===== src/rtl/ext_cs_gen.sv =====
module ext_cs_gen #(
  parameter int ADDR_W = 16,
  parameter logic [ADDR_W-1:0] GP_LO = 16'h4000,
  parameter logic [ADDR_W-1:0] GP_HI = 16'h7FFF,
  parameter int PGM_BIT = ADDR_W - 1
) (
  input  logic              clk,
  input  logic              rst_n,
  input  logic [ADDR_W-1:0] addr,
  input  logic              rd_req,
  input  logic              wr_req,
  input  logic              int_acc,
  input  logic              gp_en,
  input  logic              pgm_en,
  input  logic              vis_mode,
  output logic              gp_cs_n,
  output logic              pgm_cs_n,
  output logic              rd_n,
  output logic              wr_n
);

  logic shown, in_gp, in_pgm;

  assign shown  = (rd_req | wr_req) & (~int_acc | vis_mode);
  assign in_gp  = (addr >= GP_LO) && (addr <= GP_HI);
  assign in_pgm = ~addr[PGM_BIT];

  always_ff @(posedge clk) begin
    if (!rst_n) begin
      gp_cs_n  <= 1'b1;
      pgm_cs_n <= 1'b1;
      rd_n     <= 1'b1;
      wr_n     <= 1'b1;
    end else begin
      gp_cs_n  <= ~(shown & gp_en & in_gp);
      pgm_cs_n <= ~(shown & pgm_en & in_pgm);
      wr_n     <= ~(shown & wr_req);
      rd_n     <= ~(shown & rd_req & ~wr_req);
    end
  end

  logic past_ok;
  always_ff @(posedge clk) past_ok <= rst_n;

  p_reset_quiet_r1: assert property (@(posedge clk)
    !rst_n |=> (gp_cs_n && pgm_cs_n && rd_n && wr_n));

  p_gp_window_r2: assert property (@(posedge clk) disable iff (!rst_n)
    (past_ok && $past(rd_req && !int_acc && gp_en && addr >= 16'h4000 && addr <= 16'h7FFF))
      |-> !gp_cs_n);

  p_pgm_upper_r3: assert property (@(posedge clk) disable iff (!rst_n)
    (past_ok && $past(addr[ADDR_W-1])) |-> pgm_cs_n);

  p_gp_disabled_r4: assert property (@(posedge clk) disable iff (!rst_n)
    (past_ok && !$past(gp_en)) |-> gp_cs_n);

  p_pgm_disabled_r4: assert property (@(posedge clk) disable iff (!rst_n)
    (past_ok && !$past(pgm_en)) |-> pgm_cs_n);

  p_hidden_internal_r5: assert property (@(posedge clk) disable iff (!rst_n)
    (past_ok && $past(int_acc && !vis_mode))
      |-> (gp_cs_n && pgm_cs_n && rd_n && wr_n));

  p_visible_write_r6: assert property (@(posedge clk) disable iff (!rst_n)
    (past_ok && $past(int_acc && vis_mode && wr_req)) |-> !wr_n);

  p_strobe_excl_r7: assert property (@(posedge clk) disable iff (!rst_n)
    !(!rd_n && !wr_n));

  p_idle_quiet_r7: assert property (@(posedge clk) disable iff (!rst_n)
    (past_ok && $past(!rd_req && !wr_req))
      |-> (gp_cs_n && pgm_cs_n && rd_n && wr_n));

endmodule


===== config.mk =====
export PLATFORM = sky130hd
export DESIGN_NAME = ext_cs_gen
export DESIGN_NICKNAME = d
export VERILOG_FILES = /design/src/rtl/ext_cs_gen.sv
export SDC_FILE = /design/constraint.sdc
export NUM_CORES = 1
export LEC_CHECK = 0
export CORE_AREA = 2 2 39 41
export CTS_CLUSTER_DIAMETER = 80
export CTS_CLUSTER_SIZE = 24
export DETAILED_ROUTE_END_ITERATION = 8
export DIE_AREA = 0 0 41 43
export PLACE_DENSITY_LB_ADDON = 0.25
export SYNTH_ARGS = -nofsm -noshare
export SYNTH_HDL_FRONTEND = slang
export SYNTH_SLANG_ARGS = --single-unit

===== constraint.sdc =====
create_clock -name clk -period 1.5 [get_ports clk]
set_clock_uncertainty 0.2 [all_clocks]
set_input_delay 0.3 -clock clk [delete_from_list [all_inputs] [get_ports clk]]
set_output_delay 0.3 -clock clk [all_outputs]
set_load 0.005 [all_outputs]

# --- After elaboration in Yosys (flattened, before gate mapping) ---
# Index checks and enable logic that the tools add are counted.
totals:
  n_memories: 0
  romBits: 0
  latch_bits: 0
  regBits: 4
  inputBits: 24
  ram_bits: 0
op_classes:
  magnitude_cmp: 2
  div_mod_pow: 0
  n_shift: 0
  reduce_logical: 1
  multipliers: 0
  n_bitwise: 17
  muxes: 0
  add_sub_neg: 0
  n_eq_ne: 0
ops:
  columns: ["cell", "count"]
  rows:
  - ["greater-or-equal comparator 16 x 15 -> 1 bit, second input constant", 1]
  - ["<= comparator 16 x 15 -> 1 bit, second input constant", 1]
  - ["AND 1 bit", 8]
  - ["inverter 1 bit", 7]
  - ["OR 1 bit", 2]
  - ["logical AND 1 bit", 1]

# --- Longest topological paths before layout ---
logic_depth:
  depth_word: 6
  ltp_mapped: 2

# --- Worst setup path before layout ---
# OpenSTA, ideal clock, no wires.
synth_path:
  path_type: "in2reg"
  startpoint: "in vis_mode"
  endpoint: "reg pgm_cs_n"
  setup_slack_ps: 635
  cell_stages: 2
  t_arrival_ps: 531
  setup_ps: 133
  cell_sequence: "nand2b_1 > o2111ai_1"
synth_via:
  elab_chain_cells: 5
synth_lines:
  columns: ["item", "line", "text"]
  rows:
  - ["start, declared", "15", "input logic vis_mode,"]
  - ["OR 1 bit", "24", "assign shown = (rd_req | wr_req) & (~int_acc | vis_mode);"]
  - ["AND 1 bit", "24", null]
  - ["AND 1 bit (2 in a row)", "36", "pgm_cs_n <= ~(shown & pgm_en & in_pgm);"]
  - ["inverter 1 bit", "36", null]
  - ["end signal, assigned", "36", null]
  - ["end, declared", "17", "output logic pgm_cs_n,"]
# Every way passes these cells.
# A chain may end at the register's enable or synchronous reset.

# --- Final worst setup path ---
layout_path:
  startpoint: "reg pgm_cs_n"
  endpoint: "out pgm_cs_n"
# No word-level cell between the ends.

==> results.md <==
- First drt pass iteration count: 1
- Final #Nets: 53
- Hold Crit Class: in2reg
- Largest stage delay, worst path: roughly 290 ps
- First-pass GRT wire length: 572 µm
- Drc violations: 0
- Tcrit/Tclk final: 0.847
- Final instance area: 302 µm²
- CTS tree: yes
- Grt total ovfl: 0
- Starting Density: 0.0967
- Antenna cells: 0
- Setup TNS: 0 ps
- RD Place Congestion: between 0.6 and 0.7
- Layout Cells excl Fill: 43
- Row count: 14
- Maximum clock rate: about 790 MHz
- #FFs+latches synth: 4
- Top Usage Layer GRT: met4
- WS Path Type: reg2out
- Total wire length: ~360 µm
- Met1 Use GR: 0.0611
- RSZ-0062 raised after global routing: no
- Clock sinks: 4
- Most common library cells after synthesis: dfxtp_1 (4), nand4b_1 (2)
- P_leak: 0.112 nW
- Layout cell share with drive strength beyond 1: 0.111
- Final number of max-transition violations: 0
- Slew @ Worst Pin: 179 ps
- Final Util: 0.218
- PwrDens: 933 nW/µm²
- Slew margin rel.: 0.880
- Post-synth EDFFs: 0
- Vias: approximately 160
- Fill cell count: about 160
- Final Hold Vio Count: 0
- Area share of the largest cell type after synthesis: 0.598
- Via density: roughly 3.6
- TritonCTS Buffers: 3
- Final setup viols: 0
- P&R area growth vs syn: 125%
- WP buf/inv: 1
- Largest area contributor in the netlist: dfxtp_1
- Die Span Y: 43 µm
- Placed inst area: ~280 µm²
- Clock-pin slew on the worst setup and hold paths: 40 ps
- Iteration-0 DRC Markers: 0
- Die footprint: between 1500 and 2000 µm²
- Port Buffers: 13
- Ys async rst share: 0
- Crit path max fanout: 1
- Post-CTS repair timing setup buffer count: 0
- Status: completed
- Max VDD drop: roughly 0.15 mV
- Most common cell in the netlist: dfxtp_1
- Synth Cell Area: 134 µm²
- Synth Flop Type: dfxtp_1
- Unique cell type count in the Yosys netlist: 7
- Mapped Nets: 35
- CP delay by family, top: flip-flops
- Worst Path Arrival: a little under 800 ps
- Overall routing resource usage: 0.0562
- Syn_area_per_cell: between 10 and 15 µm²
- Worst setup EP type: output pin
- Leading cell types by total area after synthesis: dfxtp_1 (60%), nand4b_1 (13%), o211a_1 (7.5%)
- Req. time, crit path: 1000 ps
- DRT antenna net count: 0
- Register area share after synthesis: 0.598
- Critical Path, Cell by Cell: dlygate4sd2_1
- WL per Instance: around 8.4 µm
- GR Util met3: 0.0209
- Clock root cell: clkbuf_4
- Hold_buf cts: 0
- Critical Path Slowest Stage Cell: dfxtp_1
- H-tree depth: 1
- Clk buf depth: 2
- Largest net degree at the start of global routing: 5
- I/O pins: 28
- Die W: ~40 µm
- Met2 usage: 0.0563
- Number of max-cap violations: 0
- Initial antenna violation count: 0
- Core ar.: roughly 1400 µm²
- Warnings from Yosys: 0
- Placed instance count: 40
- Setup crit start kind: register
- Vias in the first global route: about 150
- Syn Inst Count: 11
- Fin crit period: between 1000 and 1500 ps
[cells in the final DEF, fill, tap and decap left out, drive strengths merged]
master	instances
clkdlybuf4s50	9
clkbuf	3
nor2b	1
dfxtp	4
nand2b	1
nand4b	2
o2111ai	1
dlygate4sd2	4
o211a	1
nand3	1
[state kept, by name, indices dropped and copies added (netlist names)]
name      cells
wr_n          1
gp_cs_n       1
pgm_cs_n      1
rd_n          1
[layout make-up]
class	count	area [µm²]	share of cell area
Sequential cell	4	80.1	0.266
Timing Repair Buffer	13	125	0.415
Multi-Input combinational cell	7	53.8	0.178
Clock buffer	3	22.5	0.0747
Tap cell	16	20.0	0.0664
[per-stage QoR]
step | setup slack [ps] | hold slack, ps | total power [W]
2_1_floorplan | 635 | 172 | 0.000121
6_report | 230 | 442 | 0.000281
4_1_cts | 213 | 435 | 0.000290
3_3_place_gp | 106 | 669 | 0.000154
5_1_grt | 188 | 462 | 0.000298
3_5_place_dp | 84.4 | 681 | 0.000155
[power breakdown]
part,total [W],switching (W),internal [W]
clock network,0.000131,0.0000420,0.0000894
logic,0.0000386,0.0000104,0.0000282
registers,0.000111,0.000000685,0.000111
[what timing repair did]
action | 4_1_cts | 5_1_grt
endpoints found under the hold margin | 0 | 0
resized for setup | 4 | 0
setup endpoints to repair | 4 | 0
[worst paths after layout]
kind	startpoint	endpoint	slack, ps	cells past startpoint
setup / recovery	pgm_cs_n	pgm_cs_n	230	1
hold / removal	wr_req	wr_n	440	2
[routing by layer]
| layer | up-vias | share of wire |
|---|---|---|
| met1 | 61 | 0.42 |
| met3 | 2 | 0.22 |
| li1 | 77 | - |
| met2 | 16 | 0.31 |
| met5 | - | 0 |
| met4 | 0 | 0.052 |
[kinds of logic after synthesis]
| kind of cell | Yosys count | synth area share |
|---|---|---|
| DFF | 4 | 0.598 |
| and+or+nand+nor | 5 | 0.262 |
| AOI/OAI and AO/OA | 2 | 0.140 |
Power figures use the tool's default switching activity.
